File: src/rtl/kms_pkg.sv
package kms_pkg;

  // Default geometry of the scanned matrix.
  localparam int DEF_COLS      = 16;
  localparam int DEF_ROWS      = 6;
  localparam int DEF_ROW_SKIP  = 2;
  localparam int DEF_SLOT_BITS = 5;

  // Default phases inside a key slot.
  localparam int DEF_RD_PHASE  = 1;
  localparam int DEF_SMP_PHASE = 28;
  localparam int DEF_WR_PHASE  = 30;

  // Timing strobes produced by the phase generator.
  typedef struct packed {
    logic rd;
    logic smp;
    logic wr;
  } kms_strobes_t;

endpackage

File: src/rtl/kms_counter.sv
module kms_counter #(
  parameter int W = 12
) (
  input  logic         clk_i,
  input  logic         rst_i,
  output logic [W-1:0] cnt_o
);

  logic [W-1:0] cnt_q;

  always_ff @(posedge clk_i) begin
    if (rst_i) cnt_q <= '0;
    else       cnt_q <= cnt_q + 1'b1;
  end

  assign cnt_o = cnt_q;

endmodule

File: src/rtl/kms_col_decode.sv
module kms_col_decode #(
  parameter int NUM_COLS = 16,
  parameter int COL_BITS = $clog2(NUM_COLS)
) (
  input  logic [COL_BITS-1:0] col_sel_i,
  output logic [NUM_COLS-1:0] col_o
);

  for (genvar c = 0; c < NUM_COLS; c++) begin : g_col
    assign col_o[c] = (col_sel_i == COL_BITS'(c));
  end

endmodule

File: src/rtl/kms_phase_gen.sv
module kms_phase_gen
  import kms_pkg::*;
#(
  parameter int NUM_ROWS     = DEF_ROWS,
  parameter int ROW_SKIP     = DEF_ROW_SKIP,
  parameter int ROW_SEL_BITS = $clog2(NUM_ROWS + ROW_SKIP),
  parameter int SLOT_BITS    = DEF_SLOT_BITS,
  parameter int RD_PHASE     = DEF_RD_PHASE,
  parameter int SMP_PHASE    = DEF_SMP_PHASE,
  parameter int WR_PHASE     = DEF_WR_PHASE
) (
  input  logic [ROW_SEL_BITS-1:0] row_sel_i,
  input  logic [SLOT_BITS-1:0]    phase_i,
  output logic                    valid_o,
  output kms_strobes_t            stb_o
);

  localparam logic [ROW_SEL_BITS-1:0] ROW_LO = ROW_SEL_BITS'(ROW_SKIP);
  localparam logic [ROW_SEL_BITS:0]   ROW_HI = (ROW_SEL_BITS + 1)'(ROW_SKIP + NUM_ROWS);

  logic valid;

  // Lower row-select slots only give the row filters time to settle.
  assign valid   = (row_sel_i >= ROW_LO) && ({1'b0, row_sel_i} < ROW_HI);
  assign valid_o = valid;

  always_comb begin
    stb_o.rd  = valid && (phase_i == SLOT_BITS'(RD_PHASE));
    stb_o.wr  = valid && (phase_i == SLOT_BITS'(WR_PHASE));
    stb_o.smp = (phase_i == SLOT_BITS'(SMP_PHASE));
  end

endmodule

File: src/rtl/kms_row_sample.sv
module kms_row_sample #(
  parameter int NUM_ROWS     = 6,
  parameter int ROW_SKIP     = 2,
  parameter int ROW_SEL_BITS = $clog2(NUM_ROWS + ROW_SKIP),
  parameter int SYNC_STAGES  = 2
) (
  input  logic                    clk_i,
  input  logic                    rst_i,
  input  logic [NUM_ROWS-1:0]     rows_i,
  input  logic [ROW_SEL_BITS-1:0] row_sel_i,
  input  logic                    valid_i,
  input  logic                    smp_i,
  input  logic                    force_open_i,
  output logic                    key_o
);

  logic [NUM_ROWS-1:0] sync_q [SYNC_STAGES];
  logic [NUM_ROWS-1:0] rows_s;
  logic [ROW_SEL_BITS-1:0] rel;
  logic sel_bit;
  logic key_q;

  for (genvar s = 0; s < SYNC_STAGES; s++) begin : g_sync
    if (s == 0) begin : g_first
      always_ff @(posedge clk_i) begin
        if (rst_i) sync_q[s] <= '0;
        else       sync_q[s] <= rows_i;
      end
    end else begin : g_next
      always_ff @(posedge clk_i) begin
        if (rst_i) sync_q[s] <= '0;
        else       sync_q[s] <= sync_q[s-1];
      end
    end
  end

  assign rows_s = sync_q[SYNC_STAGES-1];
  assign rel    = row_sel_i - ROW_SEL_BITS'(ROW_SKIP);

  always_comb begin
    sel_bit = 1'b0;
    for (int r = 0; r < NUM_ROWS; r++) begin
      if (rel == ROW_SEL_BITS'(r)) sel_bit = rows_s[r];
    end
  end

  always_ff @(posedge clk_i) begin
    if (rst_i)      key_q <= 1'b0;
    else if (smp_i) key_q <= valid_i && sel_bit && !force_open_i;
  end

  assign key_o = key_q;

endmodule

File: src/rtl/keyscan_seq.sv
module keyscan_seq
  import kms_pkg::*;
#(
  parameter int NUM_COLS    = DEF_COLS,
  parameter int NUM_ROWS    = DEF_ROWS,
  parameter int ROW_SKIP    = DEF_ROW_SKIP,
  parameter int SLOT_BITS   = DEF_SLOT_BITS,
  parameter int RD_PHASE    = DEF_RD_PHASE,
  parameter int SMP_PHASE   = DEF_SMP_PHASE,
  parameter int WR_PHASE    = DEF_WR_PHASE,
  parameter int SYNC_STAGES = 2,
  localparam int COL_BITS     = $clog2(NUM_COLS),
  localparam int ROW_SEL_BITS = $clog2(NUM_ROWS + ROW_SKIP),
  localparam int CODE_BITS    = COL_BITS + ROW_SEL_BITS,
  localparam int CNT_BITS     = CODE_BITS + SLOT_BITS
) (
  input  logic                 clk_i,
  input  logic                 rst_i,
  input  logic                 force_open_i,
  input  logic [NUM_ROWS-1:0]  rows_i,
  output logic [NUM_COLS-1:0]  col_o,
  output logic [CODE_BITS-1:0] scancode_o,
  output logic                 slot_valid_o,
  output logic                 rd_stb_o,
  output logic                 wr_stb_o,
  output logic                 key_o
);

  logic [CNT_BITS-1:0]     cnt;
  logic [COL_BITS-1:0]     col_sel;
  logic [ROW_SEL_BITS-1:0] row_sel;
  logic [SLOT_BITS-1:0]    phase;
  logic                    valid;
  kms_strobes_t            stb;

  kms_counter #(.W(CNT_BITS)) u_cnt (
    .clk_i (clk_i),
    .rst_i (rst_i),
    .cnt_o (cnt)
  );

  assign col_sel = cnt[CNT_BITS-1 -: COL_BITS];
  assign row_sel = cnt[SLOT_BITS +: ROW_SEL_BITS];
  assign phase   = cnt[SLOT_BITS-1:0];

  kms_col_decode #(.NUM_COLS(NUM_COLS), .COL_BITS(COL_BITS)) u_col (
    .col_sel_i (col_sel),
    .col_o     (col_o)
  );

  kms_phase_gen #(
    .NUM_ROWS(NUM_ROWS), .ROW_SKIP(ROW_SKIP), .ROW_SEL_BITS(ROW_SEL_BITS),
    .SLOT_BITS(SLOT_BITS), .RD_PHASE(RD_PHASE), .SMP_PHASE(SMP_PHASE),
    .WR_PHASE(WR_PHASE)
  ) u_phase (
    .row_sel_i (row_sel),
    .phase_i   (phase),
    .valid_o   (valid),
    .stb_o     (stb)
  );

  kms_row_sample #(
    .NUM_ROWS(NUM_ROWS), .ROW_SKIP(ROW_SKIP), .ROW_SEL_BITS(ROW_SEL_BITS),
    .SYNC_STAGES(SYNC_STAGES)
  ) u_smp (
    .clk_i        (clk_i),
    .rst_i        (rst_i),
    .rows_i       (rows_i),
    .row_sel_i    (row_sel),
    .valid_i      (valid),
    .smp_i        (stb.smp),
    .force_open_i (force_open_i),
    .key_o        (key_o)
  );

  assign scancode_o   = {col_sel, row_sel};
  assign slot_valid_o = valid;
  assign rd_stb_o     = stb.rd;
  assign wr_stb_o     = stb.wr;

endmodule

File: config.mk
export PLATFORM = sky130hd
export DESIGN_NAME = keyscan_seq
export DESIGN_NICKNAME = d
export VERILOG_FILES = /design/src/rtl/kms_pkg.sv /design/src/rtl/kms_counter.sv /design/src/rtl/kms_col_decode.sv /design/src/rtl/kms_phase_gen.sv /design/src/rtl/kms_row_sample.sv /design/src/rtl/keyscan_seq.sv
export SDC_FILE = /design/constraint.sdc
export NUM_CORES = 1
export LEC_CHECK = 0
export BUFFER_PORTS_ARGS = -buffer_cell sky130_fd_sc_hd__buf_4
export CORE_AREA = 2 2 40 78
export CTS_CLUSTER_SIZE = 10
export DETAILED_ROUTE_END_ITERATION = 12
export DIE_AREA = 0 0 42 80
export PLACE_DENSITY_LB_ADDON = 0.2
export SYNTH_ARGS = -nofsm -noshare
export SYNTH_HDL_FRONTEND = slang
export SYNTH_HIERARCHICAL = 1
export SYNTH_SLANG_ARGS = --single-unit
export TNS_END_PERCENT = 10
File: constraint.sdc
create_clock -name clk_i -period 2.2 [get_ports clk_i]
set_clock_uncertainty 0.2 [all_clocks]
set_input_delay 0 -clock clk_i [delete_from_list [all_inputs] [get_ports clk_i]]
set_output_delay 0 -clock clk_i [all_outputs]
set_load 0.005 [all_outputs]
### Word level (Yosys, flattened, before mapping)

Memories as Yosys holds them, arrays and structs flattened.
Cells that the tools add are included.

| cells by class | value |
|---|---|
| $add $sub $neg | 2 |
| magnitude comparators | 1 |
| eq/ne operators | 23 |
| muxes and demuxes | 11 |
| bitwise logic cells | 2 |
| reduce and logical (&&, ||, !) cells | 7 |

Operators with widths:

| kind | count |
|---|---|
| equality test 4 bit (second input constant) | 8 |
| equality test 4 x 3 -> 1 bit (second input constant) | 4 |
| adder 12 x 1 -> 12 bit (second input constant) | 1 |
| 2-to-1 mux 6 bit | 2 |
| equality test 5 bit (second input constant) | 2 |
| 2-to-1 mux 1 bit | 9 |
| equality test 4 x 2 -> 1 bit (second input constant) | 2 |
| equality test 3 x 2 -> 1 bit (second input constant) | 2 |
| equality test 3 bit (second input constant) | 2 |
| equality test 5 x 1 -> 1 bit (second input constant) | 1 |
| equality test 4 x 1 -> 1 bit (second input constant) | 1 |
| logical AND 1 bit | 4 |
| logical NOT 4 bit | 1 |
| equality test 3 x 1 -> 1 bit (second input constant) | 1 |
| greater-or-equal comparator 3 x 2 -> 1 bit (second input constant) | 1 |
| logical NOT 3 bit | 1 |
| subtractor 3 x 2 -> 3 bit (second input constant) | 1 |
| bitwise OR 1 bit | 2 |
| logical NOT 1 bit | 1 |

| word-level totals | value |
|---|---|
| flip-flop bits (word level) | 13 |
| memory bits (writable) | 12 |
| bits of input ports | 9 |
| output and inout port bits | 27 |
| logic and storage cells | 49 |
| memories | 1 |

Memory list:

| name | words | width | rd ports | clocked after memory_dff | write ports | RTL line | source |
|---|---|---|---|---|---|---|---|
| u_smp.sync_q | 2 | 6 | 2 | 0 | 2 | kms_row_sample.sv:17 | `logic [NUM_ROWS-1:0] sync_q [SYNC_STAGES];` |

### Logic depth before layout (Yosys ltp)

| logic depth | value |
|---|---|
| depth after elaboration | 10 |
| gate-level depth with buffers | 5 |
| depth with buffers taken out | 5 |

### Cells and area by module

The synthesis kept the hierarchy.

Modules (own cells, without submodules):

| module | instances | cells each | area each (sq um) | seq. area each (sq um) |
|---|---|---|---|---|
| kms_counter | 1 | 54 | 513.0 | 240.2 |
| kms_row_sample | 1 | 36 | 429.2 | 260.2 |
| kms_col_decode | 1 | 20 | 226.5 | 0.0 |
| kms_phase_gen | 1 | 7 | 47.5 | 0.0 |

### Worst setup path after synthesis

OpenSTA, ideal clock, no wires.

| timing | value |
|---|---|
| kind | register to register |
| start point | reg u_cnt.cnt_q[1] (netlist: u_cnt/cnt_o[1]) |
| end point | reg u_cnt.cnt_q[10] (netlist: u_cnt/cnt_o[10]) |
| arrival time | 1.370 ns |
| slack | 0.559 ns |
| cell stages (with the launch flop) | 5 |
| period minus slack after synthesis | 1.641 ns |
| path through | dfxtp_1 > ha_1 > nand2_1 > or4_1 > a21oi_1 |

| on the way | value |
|---|---|
| word-level cells in the longest chain between the ends | 1 |

Ends and longest elaborated chain:

| item | RTL line | source |
|---|---|---|
| from (decl) | kms_counter.sv:9 | `logic [W-1:0] cnt_q;` |
| from (signal assigned) | kms_counter.sv:13 | `else cnt_q <= cnt_q + 1'b1;` |
| adder 12 x 1 -> 12 bit | kms_counter.sv:13 |  |

Every way passes these cells.
A chain may end at the register's enable or synchronous reset.

### Final worst setup path

Same ends and word-level chain as after synthesis.

==> impl_metrics.tcl <==
set metrics [dict create \
    powerDensity_nw_per_um2 477 \
    antennaDiodeCount 0 \
    avgSynthCellArea_um2 10.4 \
    die_h_um 80 \
    final_layout_size_suffix_gt1_share_pct 38.3 \
    cts-hold-fix-buffers 14 \
    htree_levels 1 \
    clk_latency_ns 0.27 \
    vias_per_cell 5.34 \
    synth-seq-area-share_pct 41.2 \
    final_common_cell "buf_4" \
    clockRootBuffer "clkbuf_8" \
    startpoint_type "register" \
    critical-path-slowest-cell "or4_1" \
    finalWirelength_um 2560 \
    cp_max_fo 5 \
    finalPower_mw 0.805 \
    ys_ff_latch 25 \
    numCtsBuffers 3 \
    grt_pass1_vias 1029 \
    timing.slew.headroom_pct 62.8 \
    gp_congestion 0.718 \
    dieArea_um2 3360 \
    yosysWarnings 6 \
    syn-instance-count 117 \
    cts_buffer_depth 2 \
    arrival_ns 1.80 \
    grt_pass1_wl_um 4510 \
    multi_input_area_um2 671 \
    num_vias 1047 \
    dpl.hpwl_um 1830 \
    hold_viol 0 \
    drt_iter0_markers 7 \
    grt_use_total_pct 17.3 \
    antenna_found_initial 0 \
    synthTopCellsByArea "dfxtp_1 41%, and4bb_2 7.2%, nor2b_1 5.7%, nor4b_2 4.9%, and4b_1 3.3%" \
    dr.pass1.iters 4 \
    grt_overflow_total 0 \
    critPathMaxStageDelay_ns 0.52 \
    area_growth_syn_to_layout_pct 38.7 \
    final_util_pct 61.6 \
    peakVddDrop_uv 493 \
    maxSlewViolCount 0 \
    port_buffers 35 \
    critPathCaptureType "register" \
    cp.required_ns 2.20 \
    postCtsSetupBuffers 0 \
    clkSinkCount 25 \
    r2r_slack_ns 0.41 \
    syn_nets 127 \
    finalSetupViolCount 0 \
    regArea_um2 500 \
    synthDistinctLibCells 34 \
    status "finished clean" \
    fmax_ghz 0.557 \
    drc 0 \
    finalCriticalPeriod_ns 1.79 \
    cts_resized 0 \
    cap_violations 0 \
    fillCellCount 235 \
    p_leak_nw 0.714 \
    grt_setup_unrepaired "false" \
    cts_tree "built" \
    final_cell_mix "38 x buf_4, 25 x dfxtp_1, 14 x dlygate4sd3_1" \
    hold_path_class "register to register" \
    clk_pin_slew_ns 0.09 \
    synth_top_area_share_pct 41.2 \
    yosysTopAreaCell "dfxtp_1" \
    fin_tns_setup_ns 0 \
    initial_utilization_pct 44.4 \
    io_pins 36 \
    critical_path.cell_chain "ha_1, nand2_1, or4_1, a21oi_1" \
    tightest_slew_ns 0.557 \
    netlist_area_um2 1220 \
    die_width_um 42 \
    nets 178 \
    crit_type "register to register" \
    grt_max_degree 28 \
    wl_per_cell_um 13.1 \
    row_count 27 \
    fp.coreArea_um2 2740 \
    ant_nets 0 \
    fin_crit_sh_pct 81.6 \
]
final cells by class:
| cell class | instances | area share [%] |
|---|---|---|
| Tap cell | 29 | 2.15 |
| Inverter | 2 | 0.445 |
| Clock buffer | 3 | 2.45 |
| Timing Repair Buffer | 52 | 25.2 |
| Multi-Input combinational cell | 84 | 39.8 |
| Clock inverter | 1 | 0.297 |
| Sequential cell | 25 | 29.7 |
cells by family (layout without fill, tap and decap cells):
group | count (synthesis) | after routing | synth area share, %
compound gates | 15 | 15 | 7.41
simple gates | 61 | 61 | 40.5
xor+xnor | 3 | 3 | 2.16
mux | 4 | 4 | 4.01
fa+ha+maj | 1 | 1 | 1.03
buf+inv | 8 | 58 | 3.70
flops | 25 | 25 | 41.2
registers in the layout (all words and copies together) (netlist names):
name	cells
u_cnt/cnt_o	12
u_smp/key_o	1
u_smp/sync_q	12
routing by layer:
metal | wire length, um | vias up | track usage (%)
li1 | - | 529 | -
met5 | 0 | - | 0
met4 | 32 | 0 | 8.71
met3 | 134 | 2 | 2.94
met2 | 1430 | 34 | 33.4
met1 | 962 | 482 | 16.8
Yosys cell counts, drive strengths merged:
master and n:
inv 2, mux2 4, or4b 1, a21oi 7, o21ai 5, nor2b 11, nor4 2, clkbuf 2
or3 4, o221ai 1, nor2 8, nand2 5, or4 2, nor3 1, o31ai 2, xnor2 1
nand4b 1, nor4b 4, xor2 2, and4b 4, and4 1, nand3 5, nand4 1, and2b 3
nor3b 1, ha 1, and4bb 7, dfxtp 25, buf 4
worst paths after layout:
| path | to | cells past startpoint | startpoint |
|---|---|---|---|
| max reg2reg | u_cnt/cnt_o[10] | 4 | u_cnt/cnt_o[1] |
| min reg2reg | u_smp/key_o | 2 | u_smp/key_o |
| min | u_smp/key_o | 2 | u_smp/key_o |
| max | u_cnt/cnt_o[10] | 4 | u_cnt/cnt_o[1] |
stage by stage:
stage	hold WS (ns)	std cells	setup WS (ns)	cell area, um^2
after floorplan	-0.128	117	0.559	1220
after detailed placement	0.0125	178	0.443	1500
final	0.246	196	0.405	1690
after global routing	0.262	196	0.314	1690
after global placement	0.00530	178	0.513	1500
after CTS	0.243	196	0.421	1690
power breakdown:
| part | switching [mW] | leakage [nW] | internal (mW) |
|---|---|---|---|
| logic | 0.0191 | 0.484 | 0.0397 |
| clock network | 0.142 | 0.0255 | 0.127 |
| registers | 0.0111 | 0.205 | 0.467 |
| total | 0.172 | 0.714 | 0.633 |
worst max-delay path: cells and delay by family (launching register included):
family	cells	cell delay [ns]
DFF	1	0.46
and+or+nand+nor	2	0.63
adders and majority gates	1	0.28
AOI/OAI and AO/OA	1	0.15
(Power assumes the default switching activity.)
